===== src/rtl/trig_csr_pkg.sv =====
package trig_csr_pkg;

  typedef enum logic [1:0] {
    ADDR_SEL   = 2'd0,
    ADDR_CTRL  = 2'd1,
    ADDR_MATCH = 2'd2,
    ADDR_RSVD  = 2'd3
  } csr_addr_e;

  typedef enum logic [1:0] {
    RD_SEL   = 2'd0,
    RD_CTRL  = 2'd1,
    RD_MATCH = 2'd2,
    RD_ZERO  = 2'd3
  } rd_src_e;

  typedef struct packed {
    logic    wrSel;
    logic    wrCtrl;
    logic    wrMatch;
    rd_src_e rdSrc;
  } csr_strobe_t;

  localparam logic [3:0] TRIG_TYPE_MATCH = 4'd2;

endpackage


===== src/rtl/trig_legalize.sv =====
module trig_legalize
  import trig_csr_pkg::*;
#(
  parameter int XLEN = 64
) (
  input  logic [XLEN-1:0] rawVal,
  output logic [XLEN-1:0] legalVal
);
  localparam bit  IS64     = (XLEN == 64);
  localparam int  TYPE_LSB = XLEN - 4;
  localparam logic [XLEN-1:0] KEEP_MASK = XLEN'(64'h5F);
  localparam logic [XLEN-1:0] SIZE_MASK = IS64 ? XLEN'(64'h0063_0000) : XLEN'(64'h0003_0000);
  localparam logic [XLEN-1:0] TYPE_BITS = XLEN'(TRIG_TYPE_MATCH) << TYPE_LSB;

  logic [3:0] sizeCode;
  logic       sizeOk;

  always_comb begin
    if (IS64) sizeCode = {rawVal[22:21], rawVal[17:16]};
    else      sizeCode = {2'b00, rawVal[17:16]};
  end

  always_comb begin
    unique case (sizeCode)
      4'd0, 4'd1, 4'd2, 4'd3, 4'd5: sizeOk = 1'b1;
      default:                      sizeOk = 1'b0;
    endcase
  end

  assign legalVal = TYPE_BITS | (rawVal & KEEP_MASK) | (sizeOk ? (rawVal & SIZE_MASK) : '0);
endmodule


===== src/rtl/trig_csr_ctrl.sv =====
module trig_csr_ctrl
  import trig_csr_pkg::*;
#(
  parameter int XLEN     = 64,
  parameter int NUM_TRIG = 2
) (
  input  logic [1:0]      csrAddr,
  input  logic            csrWe,
  input  logic [XLEN-1:0] selQ,
  input  logic [1:0]      availIdx,
  output csr_strobe_t     strobe,
  output logic            availOk
);
  logic selOk;
  assign selOk = (selQ < XLEN'(NUM_TRIG));

  always_comb begin
    strobe = '{wrSel: 1'b0, wrCtrl: 1'b0, wrMatch: 1'b0, rdSrc: RD_ZERO};
    unique case (csr_addr_e'(csrAddr))
      ADDR_SEL: begin
        strobe.wrSel = csrWe;
        strobe.rdSrc = RD_SEL;
      end
      ADDR_CTRL: begin
        strobe.wrCtrl = csrWe && selOk;
        strobe.rdSrc  = selOk ? RD_CTRL : RD_ZERO;
      end
      ADDR_MATCH: begin
        strobe.wrMatch = csrWe && selOk;
        strobe.rdSrc   = selOk ? RD_MATCH : RD_ZERO;
      end
      default: strobe.rdSrc = RD_ZERO;
    endcase
  end

  assign availOk = selOk && ((availIdx == 2'd1) || (availIdx == 2'd2));
endmodule


===== src/rtl/trig_csr_dp.sv =====
module trig_csr_dp
  import trig_csr_pkg::*;
#(
  parameter int XLEN     = 64,
  parameter int NUM_TRIG = 2
) (
  input  logic                     clk,
  input  logic                     rstN,
  input  csr_strobe_t              strobe,
  input  logic [XLEN-1:0]          csrWdata,
  output logic [XLEN-1:0]          csrRdata,
  output logic [XLEN-1:0]          selQ,
  output logic [NUM_TRIG*XLEN-1:0] trigCtrl,
  output logic [NUM_TRIG*XLEN-1:0] trigAddr
);
  localparam int IDXW = (NUM_TRIG > 1) ? $clog2(NUM_TRIG) : 1;
  localparam logic [XLEN-1:0] CTRL_RESET = XLEN'(TRIG_TYPE_MATCH) << (XLEN - 4);

  logic [XLEN-1:0] legalCtrl;
  logic [XLEN-1:0] ctrlQ [NUM_TRIG];
  logic [XLEN-1:0] addrQ [NUM_TRIG];
  logic [IDXW-1:0] curIdx;
  logic [XLEN-1:0] ctrlSel;
  logic [XLEN-1:0] addrSel;

  trig_legalize #(.XLEN(XLEN)) legal_i (
    .rawVal  (csrWdata),
    .legalVal(legalCtrl)
  );

  always_ff @(posedge clk) begin
    if (!rstN)              selQ <= '0;
    else if (strobe.wrSel)  selQ <= csrWdata;
  end

  assign curIdx = selQ[IDXW-1:0];

  for (genvar i = 0; i < NUM_TRIG; i++) begin : g_trig
    logic hitIdx;
    assign hitIdx = (curIdx == IDXW'(i));

    always_ff @(posedge clk) begin
      if (!rstN) begin
        ctrlQ[i] <= CTRL_RESET;
        addrQ[i] <= '0;
      end else begin
        if (strobe.wrCtrl && hitIdx)  ctrlQ[i] <= legalCtrl;
        if (strobe.wrMatch && hitIdx) addrQ[i] <= csrWdata;
      end
    end

    assign trigCtrl[i*XLEN +: XLEN] = ctrlQ[i];
    assign trigAddr[i*XLEN +: XLEN] = addrQ[i];
  end

  always_comb begin
    ctrlSel = '0;
    addrSel = '0;
    for (int k = 0; k < NUM_TRIG; k++) begin
      if (curIdx == IDXW'(k)) begin
        ctrlSel = ctrlQ[k];
        addrSel = addrQ[k];
      end
    end
  end

  always_comb begin
    unique case (strobe.rdSrc)
      RD_SEL:   csrRdata = selQ;
      RD_CTRL:  csrRdata = ctrlSel;
      RD_MATCH: csrRdata = addrSel;
      default:  csrRdata = '0;
    endcase
  end
endmodule


===== src/rtl/trig_csr_bank.sv =====
module trig_csr_bank
  import trig_csr_pkg::*;
#(
  parameter int XLEN     = 64,
  parameter int NUM_TRIG = 2
) (
  input  logic                     clk,
  input  logic                     rstN,
  input  logic [1:0]               csrAddr,
  input  logic                     csrWe,
  input  logic [XLEN-1:0]          csrWdata,
  output logic [XLEN-1:0]          csrRdata,
  input  logic [1:0]               availIdx,
  output logic                     availOk,
  output logic [NUM_TRIG*XLEN-1:0] trigCtrl,
  output logic [NUM_TRIG*XLEN-1:0] trigAddr
);
  csr_strobe_t     strobe;
  logic [XLEN-1:0] selVal;

  trig_csr_ctrl #(.XLEN(XLEN), .NUM_TRIG(NUM_TRIG)) ctrl_i (
    .csrAddr (csrAddr),
    .csrWe   (csrWe),
    .selQ    (selVal),
    .availIdx(availIdx),
    .strobe  (strobe),
    .availOk (availOk)
  );

  trig_csr_dp #(.XLEN(XLEN), .NUM_TRIG(NUM_TRIG)) dp_i (
    .clk     (clk),
    .rstN    (rstN),
    .strobe  (strobe),
    .csrWdata(csrWdata),
    .csrRdata(csrRdata),
    .selQ    (selVal),
    .trigCtrl(trigCtrl),
    .trigAddr(trigAddr)
  );
endmodule


===== config.mk =====
export PLATFORM = sky130hd
export DESIGN_NAME = trig_csr_bank
export DESIGN_NICKNAME = d
export VERILOG_FILES = /design/src/rtl/trig_csr_pkg.sv /design/src/rtl/trig_legalize.sv /design/src/rtl/trig_csr_ctrl.sv /design/src/rtl/trig_csr_dp.sv /design/src/rtl/trig_csr_bank.sv
export SDC_FILE = /design/constraint.sdc
export NUM_CORES = 1
export LEC_CHECK = 0
export ABC_CLOCK_PERIOD_IN_PS = 9250
export BUFFER_PORTS_ARGS = -buffer_cell sky130_fd_sc_hd__buf_4
export CAP_MARGIN = 20
export CORE_ASPECT_RATIO = 1.1
export CORE_MARGIN = 4
export CORE_UTILIZATION = 40
export CTS_CLUSTER_DIAMETER = 30
export DETAILED_ROUTE_END_ITERATION = 12
export GPL_TIMING_DRIVEN = 0
export PLACE_DENSITY_LB_ADDON = 0.25
export SYNTH_ARGS = -nofsm -noshare
export SYNTH_HDL_FRONTEND = slang
export SYNTH_HIERARCHICAL = 1
export SYNTH_SLANG_ARGS = --single-unit

===== constraint.sdc =====
create_clock -name clk -period 9.25 [get_ports clk]
set_clock_uncertainty 0.1 [all_clocks]
set_input_delay 1.3875 -clock clk [delete_from_list [all_inputs] [get_ports clk]]
set_output_delay 1.3875 -clock clk [all_outputs]
set_load 0.05 [all_outputs]

==> results.rst, run 1 <==
.. list-table::
   :header-rows: 1

   * - Metric
     - Value
   * - Final worst path period need
     - 6250 ps
   * - Register-to-Register Setup Slack
     - 5100 ps
   * - Final setup TNS
     - 0 ps
   * - Number of levels in the clock H-tree
     - 3
   * - Unrepaired setup endpoints after global routing
     - no
   * - Initial DRT Pass Iterations
     - 5
   * - Total via count in the routed design
     - 11400
   * - Ratio of total power to cell area
     - 220 nW/um^2
   * - Floorplan die area
     - 41500 um^2
   * - Hold violation count in the final report
     - 0
   * - Count of unique library cells instantiated by Yosys
     - 33
   * - Routed vias/inst
     - 4.99
   * - Horizontal die dimension
     - 195 um
   * - Final core utilization
     - 57.8%
   * - Number of buffers inserted to repair setup after CTS
     - 0
   * - Clock Latency Late Sink
     - 560 ps
   * - Cells resized by post-CTS repair
     - 0
   * - Worst EP required
     - 7760 ps
   * - Layout cells sized above 1
     - 34.0%
   * - Crit Reg-Reg Startpoint
     - dp_i/selQ[25]
   * - Most common cell after layout, fill and taps aside
     - sky130_fd_sc_hd__buf_4
   * - Endpoint class of the critical path
     - output port
   * - Hold buffers post-CTS
     - 0
   * - Root buffer cell
     - sky130_fd_sc_hd__clkbuf_16
   * - Maximum ir drop on the vdd rail
     - 0.187 mV
   * - Total global routing track utilization
     - 23.4%
   * - Via count of the first global-routing pass
     - 11800
   * - Final Wtd Congestion
     - 0.842
   * - DRC Markers
     - 0
   * - Wire length per cell after detailed routing
     - 22.0 um
   * - Port buffer count
     - 391
   * - Arr. time, crit path
     - 4760 ps
   * - Total clock buffers created by CTS
     - 70
   * - Yosys warns
     - 6
   * - Worst reg2reg path endpoint
     - dp_i/ctrlQ[0][6]
   * - Post-synthesis average cell area
     - 12.6 um^2
   * - DRC violation total after the first TritonRoute iteration
     - 712
   * - Number of sinks on the clock net
     - 320
   * - Run status
     - finished, final reports clean
   * - Number of instances in the synthesized netlist
     - 1218
   * - Worst slack on hold paths
     - 436 ps
   * - Worst hold path class
     - flip-flop to flip-flop
   * - Clock tree from TritonCTS
     - done
   * - Wire length of the first global-routing pass
     - 74100 um
   * - Path type of the worst setup path
     - flip-flop to output port
   * - Top-level I/O count
     - 392
   * - Number of rows in the core area
     - 74
   * - Critical path fanouts, max
     - 10
   * - Reg2Reg Depth
     - 8
   * - Core Area
     - 37500 um^2
   * - Total power consumption of the routed design
     - 4.77 mW
   * - Max Buffers Root-to-Sink
     - 3
   * - Largest net degree at the start of global routing
     - 39
   * - Launch instance of the worst min-delay path
     - dp_i/selQ[18]
   * - Crit share post-route
     - 67.6%
   * - CTS clk-pin slew, worst paths
     - 40 ps
   * - Reported max-cap violation count
     - 0
   * - Effective utilization at floorplan
     - 40.8%
   * - Worst-margin pin slew
     - 1120 ps
   * - Headroom to the max-slew limit
     - 24.8%
   * - Hold Path Stages
     - 2
   * - Commonest non-fill, non-tap cells in the layout
     - 452 x sky130_fd_sc_hd__buf_4, 256 x sky130_fd_sc_hd__edfxtp_1, 254 x sky130_fd_sc_hd__and2_1
   * - Final wirelength
     - 50300 um
   * - Hpwl dp
     - 36500 um
   * - Flip-flop and latch count after synthesis
     - 320
   * - Area growth from synthesis to layout
     - 41.4%
   * - Number of antenna violations at the first check in global routing
     - 0
   * - Final setup fails
     - 0
   * - Cell area after synthesis
     - 15300 um^2
   * - Pins over their slew limit
     - 0
   * - Upper clock frequency limit
     - 160 MHz
   * - Floorplan die height
     - 213 um
   * - Proportion of synthesized chip area in sequential cells
     - 58.6%
   * - Number of nets in the final layout
     - 1811
   * - Total overflow reported by the global router
     - 0
   * - Launching element type of the critical path
     - flip-flop
   * - Hold endpoint
     - dp_i/selQ[18]
   * - Number of nets with antenna violations after detailed routing
     - 0
   * - Standby leakage power
     - 8.91 nW
worst max-delay path, stage by stage, from the launching register on:
cell                       delay (ps)
sky130_fd_sc_hd__dfxtp_1          320
sky130_fd_sc_hd__nor4_1           950
sky130_fd_sc_hd__nand4_1          300
sky130_fd_sc_hd__nor4_2           420
sky130_fd_sc_hd__o21ai_0          290
sky130_fd_sc_hd__nand2b_1         130
sky130_fd_sc_hd__clkbuf_1         830
sky130_fd_sc_hd__clkbuf_1         440
sky130_fd_sc_hd__o21ai_0          250
sky130_fd_sc_hd__buf_4            250
stage by stage:
stage               worst slack [ps]  area (um^2)  cells
CTS                             2890        21700   2290
finish                          3000        21700   2291
global route                    2710        21700   2290
global placement               -2330        19100   2156
detailed placement              3500        19200   2162
floorplan                       2320        15500   1271
per-layer routing:
layer	track usage (%)	vias to the layer above	wire length (um)
li1	-	5293	-
met3	6.28	71	3250
met2	40.6	417	25200
met1	28.7	5651	20700
met4	7.35	0	1170
met5	0	-	0
synthesized netlist by cell type:
| library cell | n | area, um^2 |
|---|---|---|
| sky130_fd_sc_hd__edfxtp_1 | 256 | 7690 |
| sky130_fd_sc_hd__and2_1 | 254 | 1590 |
| sky130_fd_sc_hd__mux2i_1 | 191 | 1910 |
| sky130_fd_sc_hd__dfxtp_1 | 64 | 1280 |
| sky130_fd_sc_hd__nor2_1 | 64 | 240 |
| sky130_fd_sc_hd__nor2b_1 | 64 | 400 |
| sky130_fd_sc_hd__a211o_1 | 63 | 552 |
| sky130_fd_sc_hd__buf_4 | 61 | 458 |
| sky130_fd_sc_hd__o21ai_0 | 57 | 285 |
| sky130_fd_sc_hd__clkbuf_1 | 51 | 191 |
| sky130_fd_sc_hd__nor4_1 | 14 | 87.6 |
| sky130_fd_sc_hd__buf_2 | 12 | 60.1 |
| sky130_fd_sc_hd__o21ai_1 | 10 | 50.1 |
| sky130_fd_sc_hd__buf_12 | 8 | 160 |
| sky130_fd_sc_hd__buf_6 | 7 | 78.8 |
| sky130_fd_sc_hd__buf_1 | 5 | 18.8 |
| sky130_fd_sc_hd__nand2_1 | 5 | 18.8 |
| sky130_fd_sc_hd__inv_1 | 4 | 15.0 |
| sky130_fd_sc_hd__nand2b_1 | 4 | 25.0 |
| sky130_fd_sc_hd__nand4_1 | 4 | 25.0 |
| sky130_fd_sc_hd__and3_1 | 3 | 18.8 |
| sky130_fd_sc_hd__a21oi_1 | 2 | 10.0 |
| sky130_fd_sc_hd__and4_1 | 2 | 17.5 |
| sky130_fd_sc_hd__conb_1 | 2 | 7.51 |
| sky130_fd_sc_hd__nor3b_4 | 2 | 37.5 |
| sky130_fd_sc_hd__nor4_2 | 2 | 25.0 |
| sky130_fd_sc_hd__and2_2 | 1 | 7.51 |
| sky130_fd_sc_hd__nand2b_4 | 1 | 13.8 |
| sky130_fd_sc_hd__nor3_1 | 1 | 5.00 |
| sky130_fd_sc_hd__nor3b_1 | 1 | 7.51 |
| sky130_fd_sc_hd__nor3b_2 | 1 | 12.5 |
| sky130_fd_sc_hd__o32ai_1 | 1 | 8.76 |
| sky130_fd_sc_hd__xor2_1 | 1 | 8.76 |
power by group:
| group | total [mW] | leakage (nW) | switching (mW) | internal, mW |
|---|---|---|---|---|
| Combinational | 0.601 | 4.57 | 0.413 | 0.188 |
| Sequential | 1.64 | 3.16 | 0.0342 | 1.61 |
| Clock | 2.53 | 1.18 | 0.787 | 1.74 |
kinds of logic after synthesis:
kind of cell              synth area share, %
DFF                                      58.6
and+or+nand+nor                          16.5
other                                  0.0490
AOI/OAI and AO/OA                        5.91
xor gates and xnor gates               0.0572
buffers and inverters                    6.41
muxes                                    12.5
sequential cells by signal (all words and copies together), names as in the netlist:
signal,flops
dp_i/addrQ,128
dp_i/ctrlQ,128
dp_i/selQ,64
worst max-delay path by stage:
| stage | start | cells past startpoint | endpoint | slack, ps |
|---|---|---|---|---|
| global route | dp_i/selQ[25] | 9 | csrRdata[27] | 2710 |
| floorplan | csrAddr[1] | 4 | dp_i/ctrlQ[0][0] | 2320 |
| detailed placement | dp_i/selQ[25] | 9 | csrRdata[26] | 3500 |
| CTS | dp_i/selQ[25] | 9 | csrRdata[26] | 2890 |
| finish | dp_i/selQ[25] | 9 | csrRdata[27] | 3000 |
| global placement | dp_i/selQ[25] | 6 | dp_i/addrQ[0][25] | -2330 |
final cells by class:
type	instances	area, um^2
Fill cell	3130	15800
Sequential cell	320	8970
Multi-Input combinational cell	803	5600
Timing Repair Buffer	397	3060
Clock buffer	90	1920
Buffer	144	967
Tap cell	494	618
Clock inverter	38	507
Inverter	4	15.0
Antenna cell	1	2.50
Power figures use the tool's default switching activity.
==> inputs of run 2 (changes only) <==
ABC_CLOCK_PERIOD_IN_PS = 6500   (was 9250)
clock period = 6.5 ns   (was 9.25 ns; I/O delays follow)
==> run 2 against run 1 <==
Critical path depth stayed put. Count of clock-buffer cells in the layout is 4 higher. Non-clock buffer count is 1 higher. Sequential cell count stayed put. Final cell count is 0.57% higher. Power is 45% higher. Global-route usage is 0.26 points lower. Critical endpoint is now csrRdata[26]. Highest routed layer unchanged.
==> results.rst, run 2 (same netlist as run 1, synthesis figures left out) <==
.. list-table::
   :header-rows: 1

   * - Metric
     - Value
   * - Run status
     - finished, final reports clean
   * - Crit Reg-Reg Startpoint
     - dp_i/selQ[25]
   * - Area growth from synthesis to layout
     - 42.7%
   * - Launching element type of the critical path
     - flip-flop
   * - Arr. time, crit path
     - 4900 ps (+140 ps)
   * - Met1 usage in global routing
     - 27.9% (-0.76 points)
   * - Headroom to the max-slew limit
     - 26.0% (+1.2 points)
   * - Hold violation count in the final report
     - 0 (unchanged)
   * - Worst slack at placement
     - 848 ps (-2650 ps)
   * - Number of levels in the clock H-tree
     - 3 (unchanged)
   * - Wire length of the first global-routing pass
     - 73100 um (-1.3%)
   * - Number of nets in the final layout
     - 1817 (+0.33%)
   * - Clock Latency Late Sink
     - 560 ps (about the same)
   * - Reg2Reg Depth
     - 8 (unchanged)
   * - Total global routing track utilization
     - 23.1% (-0.26 points)
   * - Effective utilization at floorplan
     - 40.8% (unchanged)
   * - Floorplan die height
     - 213 um (unchanged)
   * - Routed vias/inst
     - 4.94 (-0.90%)
   * - Core Area
     - 37500 um^2 (unchanged)
   * - Total clock buffers created by CTS
     - 75 (+7.1%)
   * - Number of fill cells
     - 3069 (-1.9%)
   * - Initial DRT Pass Iterations
     - 5 (unchanged)
   * - Final wirelength
     - 50300 um (about the same)
   * - Most common cell after layout, fill and taps aside
     - sky130_fd_sc_hd__buf_4
   * - DRC violation total after the first TritonRoute iteration
     - 686 (-3.7%)
   * - Horizontal die dimension
     - 195 um (unchanged)
   * - Final core utilization
     - 58.3% (+0.53 points)
   * - Worst hold path class
     - flip-flop to flip-flop
   * - Upper clock frequency limit
     - 167 MHz
   * - Final worst path period need
     - 5970 ps
   * - DRC Markers
     - 0 (unchanged)
   * - Commonest non-fill, non-tap cells in the layout
     - 452 x sky130_fd_sc_hd__buf_4, 256 x sky130_fd_sc_hd__edfxtp_1, 254 x sky130_fd_sc_hd__and2_1
   * - Total via count in the routed design
     - 11400 (-0.34%)
   * - Final setup fails
     - 0 (unchanged)
   * - Max Buffers Root-to-Sink
     - 3 (unchanged)
   * - Largest net degree at the start of global routing
     - 46 (+18%)
   * - Launch instance of the worst min-delay path
     - dp_i/selQ[53]
   * - Worst EP required
     - 5420 ps (-2340 ps)
   * - Total overflow reported by the global router
     - 0 (unchanged)
   * - Pins over their slew limit
     - 0 (unchanged)
   * - Path type of the worst setup path
     - flip-flop to output port
   * - Maximum ir drop on the vdd rail
     - 0.201 mV (+7.3%)
   * - Via count of the first global-routing pass
     - 11800 (unchanged)
   * - Root buffer cell
     - sky130_fd_sc_hd__clkbuf_16
   * - Number of rows in the core area
     - 74 (unchanged)
   * - Top-level I/O count
     - 392 (unchanged)
   * - Number of antenna violations at the first check in global routing
     - 3 (+3)
   * - CTS clk-pin slew, worst paths
     - 50 ps (about the same)
   * - Met3 Use GR
     - 6.22% (-0.063 points)
   * - Number of nets with antenna violations after detailed routing
     - 0 (unchanged)
   * - GR peak layer
     - met2
   * - Register-to-Register Setup Slack
     - 2150 ps (-2950 ps)
   * - Hpwl dp
     - 36300 um (-0.60%)
   * - Critical path fanouts, max
     - 10 (unchanged)
   * - Unrepaired setup endpoints after global routing
     - no
   * - Hold endpoint
     - dp_i/selQ[53]
   * - Worst-margin pin slew
     - 1110 ps (-8.12 ps)
   * - Crit share post-route
     - 91.9%
   * - Floorplan die area
     - 41500 um^2 (unchanged)
   * - Hold Path Stages
     - 2 (unchanged)
   * - Regs by FF count
     - dp_i/addrQ: 128 flops, dp_i/ctrlQ: 128 flops, dp_i/selQ: 64 flops
   * - Ratio of total power to cell area
     - 318 nW/um^2 (+44%)
   * - Reported max-cap violation count
     - 0 (unchanged)
   * - Number of sinks on the clock net
     - 320 (unchanged)
   * - Cells resized by post-CTS repair
     - 0 (unchanged)
   * - Standby leakage power
     - 8.99 nW (+0.93%)
   * - Final Worst Setup Slack
     - 528 ps (-2470 ps)
   * - Endpoint class of the critical path
     - output port
   * - Hold buffers post-CTS
     - 0 (unchanged)
   * - Worst reg2reg path endpoint
     - dp_i/ctrlQ[0][4]
   * - Port buffer count
     - 391 (unchanged)
   * - Final Wtd Congestion
     - 0.812 (-3.6%)
   * - Clock tree from TritonCTS
     - done
   * - Layout cells sized above 1
     - 34.2% (+0.27 points)
   * - Grt met2 use
     - 40.1% (-0.50 points)
   * - Number of buffers inserted to repair setup after CTS
     - 0 (unchanged)
   * - Wire length per cell after detailed routing
     - 21.8 um (-0.53%)
[run 2: per-stage QoR]
stage / total power [mW] / TNS, ps / area, um^2 / hold slack [ps] / std cells
4_1_cts: 7.00 / 0 / 21900 / 441 / 2302
2_1_floorplan: 2.91 / 0 / 15500 / 406 / 1271
5_1_grt: 7.16 / 0 / 21900 / 460 / 2304
6_report: 6.94 / 0 / 21900 / 441 / 2304
3_5_place_dp: 3.23 / 0 / 19300 / 432 / 2163
3_3_place_gp: 3.22 / -254180 / 19100 / 420 / 2156
[run 2: critical path, cell delays in order, from the launching register on]
cell and delay (ps):
sky130_fd_sc_hd__dfxtp_1 320, sky130_fd_sc_hd__nor4_1 770, sky130_fd_sc_hd__nand4_1 340, sky130_fd_sc_hd__nor4_2 670
sky130_fd_sc_hd__o21ai_0 330, sky130_fd_sc_hd__nand2b_1 140, sky130_fd_sc_hd__clkbuf_1 830, sky130_fd_sc_hd__clkbuf_1 450
sky130_fd_sc_hd__o21ai_0 230, sky130_fd_sc_hd__buf_4 240
[run 2: metal layers]
| layer | wire (um) | part of all wire (%) |
|---|---|---|
| met1 | 20000 | 40 |
| met2 | 24900 | 49 |
| met3 | 3780 | 7.5 |
| met4 | 1620 | 3.2 |
| met5 | 0 | 0 |
[run 2: how the worst max path moves through the flow]
| stage | endpoint | start | slack [ps] | cells after the start |
|---|---|---|---|---|
| after global routing | csrRdata[27] | dp_i/selQ[25] | 120 | 9 |
| after floorplan | dp_i/addrQ[0][0] | dp_i/selQ[55] | 1660 | 6 |
| after global placement | dp_i/addrQ[0][29] | dp_i/selQ[25] | -2000 | 6 |
| after detailed placement | csrRdata[27] | dp_i/selQ[25] | 850 | 9 |
| final | csrRdata[26] | dp_i/selQ[25] | 530 | 9 |
| after CTS | csrRdata[26] | dp_i/selQ[25] | 200 | 9 |
[run 2: report_power, final]
part | internal, mW | switching (mW) | leakage [nW]
logic | 0.270 | 0.587 | 4.59
clock network | 2.58 | 1.18 | 1.24
registers | 2.29 | 0.0491 | 3.16
[run 2: final cells by class]
cell class | instances | area (um^2) | share of cell area [%]
Sequential cell | 320 | 8970 | 41.0
Multi-Input combinational cell | 803 | 5600 | 25.6
Timing Repair Buffer | 398 | 3110 | 14.2
Clock buffer | 94 | 2070 | 9.47
Buffer | 144 | 967 | 4.42
Tap cell | 494 | 618 | 2.83
Clock inverter | 45 | 507 | 2.32
Inverter | 4 | 15.0 | 0.0687
Antenna cell | 2 | 5.00 | 0.0229
==> inputs of run 3 (changes only) <==
PLACE_DENSITY_LB_ADDON = default   (was 0.25)
==> run 3 against run 2 <==
First-iteration DRC count is 5.8% higher. Global-route usage is 0.66 points higher. Hold slack worse by 1.5 ps. Die area stayed put. Power is 1.7% higher. Via count hardly changed. Sequential power hardly changed. Sequential cell count stayed put. Utilization is 0.32 points higher.
==> results.rst, run 3 (same netlist as run 1, synthesis figures left out) <==
.. list-table::
   :header-rows: 1

   * - Metric
     - Value
   * - Run status
     - finished, final reports clean
   * - Total overflow reported by the global router
     - 0 (unchanged)
   * - Cells resized by post-CTS repair
     - 0 (unchanged)
   * - Number of nets in the final layout
     - 1821 (+0.22%)
   * - DP Cell Count
     - 2164 (+0.046%)
   * - Number of sinks on the clock net
     - 320 (unchanged)
   * - Wire length of the first global-routing pass
     - 74700 um (+2.2%)
   * - Hpwl dp
     - 37000 um (+2.0%)
   * - Upper clock frequency limit
     - 172 MHz (+2.5%)
   * - Launching element type of the critical path
     - flip-flop
   * - CTS clk-pin slew, worst paths
     - 40 ps (about the same)
   * - Clock Latency Late Sink
     - 580 ps (+20 ps)
   * - Total via count in the routed design
     - 11400 (-0.053%)
   * - Initial DRT Pass Iterations
     - 5 (unchanged)
   * - Final setup fails
     - 0 (unchanged)
   * - DRC Markers
     - 0 (unchanged)
   * - Horizontal die dimension
     - 195 um (unchanged)
   * - Final Wtd Congestion
     - 0.784 (-3.5%)
   * - Worst EP required
     - 5420 ps (about the same)
   * - Number of levels in the clock H-tree
     - 3 (unchanged)
   * - Root buffer cell
     - sky130_fd_sc_hd__clkbuf_16
   * - Wire length per cell after detailed routing
     - 22.2 um (+1.6%)
   * - Effective utilization at floorplan
     - 40.8% (unchanged)
   * - Largest net degree at the start of global routing
     - 45 (-2.2%)
   * - Headroom to the max-slew limit
     - 26.0% (about the same)
   * - CP max stage cell
     - sky130_fd_sc_hd__clkbuf_1
   * - Number of antenna violations at the first check in global routing
     - 3 (unchanged)
   * - Number of buffers inserted to repair setup after CTS
     - 0 (unchanged)
   * - Clock tree from TritonCTS
     - done
   * - Max Buffers Root-to-Sink
     - 3 (unchanged)
   * - Arr. time, crit path
     - 4750 ps (-150 ps)
   * - Maximum ir drop on the vdd rail
     - 0.262 mV (+30%)
   * - Ratio of total power to cell area
     - 321 nW/um^2 (+1.1%)
   * - Number of nets with antenna violations after detailed routing
     - 0 (unchanged)
   * - Unrepaired setup endpoints after global routing
     - no
   * - DRC violation total after the first TritonRoute iteration
     - 726 (+5.8%)
   * - Port buffer count
     - 391 (unchanged)
   * - Standby leakage power
     - 9.05 nW (+0.69%)
   * - Total clock buffers created by CTS
     - 78 (+4.0%)
   * - Hold buffers post-CTS
     - 0 (unchanged)
   * - Delay contributed by the slowest stage of the critical path
     - 830 ps (about the same)
   * - Final worst path period need
     - 5820 ps (-148 ps)
   * - Worst slack on hold paths
     - 440 ps (-1.48 ps)
   * - Critical path fanouts, max
     - 10 (unchanged)
   * - Final wirelength
     - 51300 um (+2.0%)
   * - Total global routing track utilization
     - 23.8% (+0.66 points)
   * - Commonest non-fill, non-tap cells in the layout
     - 452 x sky130_fd_sc_hd__buf_4, 256 x sky130_fd_sc_hd__edfxtp_1, 254 x sky130_fd_sc_hd__and2_1
   * - Count of non-filler cells in the finished layout
     - 2312 (+0.35%)
   * - Floorplan die height
     - 213 um (unchanged)
   * - Hold violation count in the final report
     - 0 (unchanged)
   * - Area growth from synthesis to layout
     - 43.5%
   * - Total power consumption of the routed design
     - 7.06 mW (+1.7%)
   * - Most common cell after layout, fill and taps aside
     - sky130_fd_sc_hd__buf_4
   * - Number of rows in the core area
     - 74 (unchanged)
   * - Cell Chain, Critical Path
     - nor4_1 > nand4_1 > nor4_2 > o21ai_0 > nand2b_1 > clkbuf_1 > clkbuf_1 > o21ai_0 > buf_4
   * - Worst hold path class
     - flip-flop to flip-flop
   * - Reported max-cap violation count
     - 0 (unchanged)
   * - Core Area
     - 37500 um^2 (unchanged)
   * - Worst-margin pin slew
     - 1110 ps (-0.284 ps)
   * - Floorplan die area
     - 41500 um^2 (unchanged)
   * - Via count of the first global-routing pass
     - 11800 (+0.38%)
   * - Path type of the worst setup path
     - flip-flop to output port
   * - Routed vias/inst
     - 4.93 (-0.40%)
   * - Top-level I/O count
     - 392 (unchanged)
   * - Endpoint class of the critical path
     - output port
   * - Pins over their slew limit
     - 0 (unchanged)
   * - Regs by FF count
     - dp_i/addrQ: 128 flops, dp_i/ctrlQ: 128 flops, dp_i/selQ: 64 flops
   * - Crit share post-route
     - 89.6% (-2.3 points)
   * - Layout cells sized above 1
     - 34.4% (+0.18 points)
-- run 3: changes by cell type in the layout (fill, tap and decap cells not counted), moves of 2 or more --
| cell | previous run | this run |
|---|---|---|
| sky130_fd_sc_hd__clkbuf_8 | 8 | 3 |
| sky130_fd_sc_hd__clkinv_2 | 9 | 13 |
| sky130_fd_sc_hd__buf_16 | 4 | 6 |
| sky130_fd_sc_hd__clkbuf_16 | 77 | 79 |
| sky130_fd_sc_hd__clkinv_1 | 8 | 10 |
| sky130_fd_sc_hd__clkinv_8 | 2 | 4 |
-- run 3: worst paths after layout --
kind,startpoint,end,slack (ps),depth (start not counted)
max,dp_i/selQ[25],csrRdata[26],680,9
min,dp_i/selQ[21],dp_i/selQ[21],440,2
max reg2reg,dp_i/selQ[25],dp_i/ctrlQ[0][21],2300,8
min reg2reg,dp_i/selQ[21],dp_i/selQ[21],440,2
-- run 3: per-stage QoR --
step | cell area [um^2] | setup WS, ps | TNS (ps) | utilization, %
after global placement | 19100 | -2140 | -256100 | 50.9
after floorplan | 15500 | 1660 | 0 | -
final | 22000 | 677 | 0 | 58.6
after detailed placement | 19300 | 1130 | 0 | 51.5
after global routing | 22000 | 246 | 0 | 58.6
after CTS | 22000 | 500 | 0 | 58.6
-- run 3: cell type report --
cell class / count / area, um^2
buffer: 144 / 967
inverter: 4 / 15.0
timing repair buffer: 399 / 3140
sequential: 320 / 8970
clock buffer: 91 / 2050
antenna: 2 / 5.00
fill: 3184 / 15500
tap: 494 / 618
multi-input combinational: 803 / 5600
clock inverter: 55 / 609
-- run 3: routing by layer --
layer | track usage, % | vias up | routed length, um
met1 | 30.1 | 5560 | 21400
li1 | - | 5335 | -
met2 | 39.4 | 410 | 24800
met5 | 0 | - | 0
met3 | 6.20 | 82 | 3530
met4 | 9.38 | 0 | 1530
-- run 3: worst max-delay path, delay by kind of cell (launching register included) --
family | cells | cell delay, ps
simple gates | 4 | 1810
buf+inv | 3 | 1480
compound gates | 2 | 550
flops | 1 | 320
-- run 3: report_power, final --
| part | total (mW) | internal (mW) | leakage, nW | switching (mW) |
|---|---|---|---|---|
| registers | 2.34 | 2.29 | 3.16 | 0.0489 |
| logic | 0.862 | 0.273 | 4.61 | 0.590 |
| clock network | 3.86 | 2.63 | 1.29 | 1.23 |
| total | 7.06 | 5.19 | 9.05 | 1.87 |
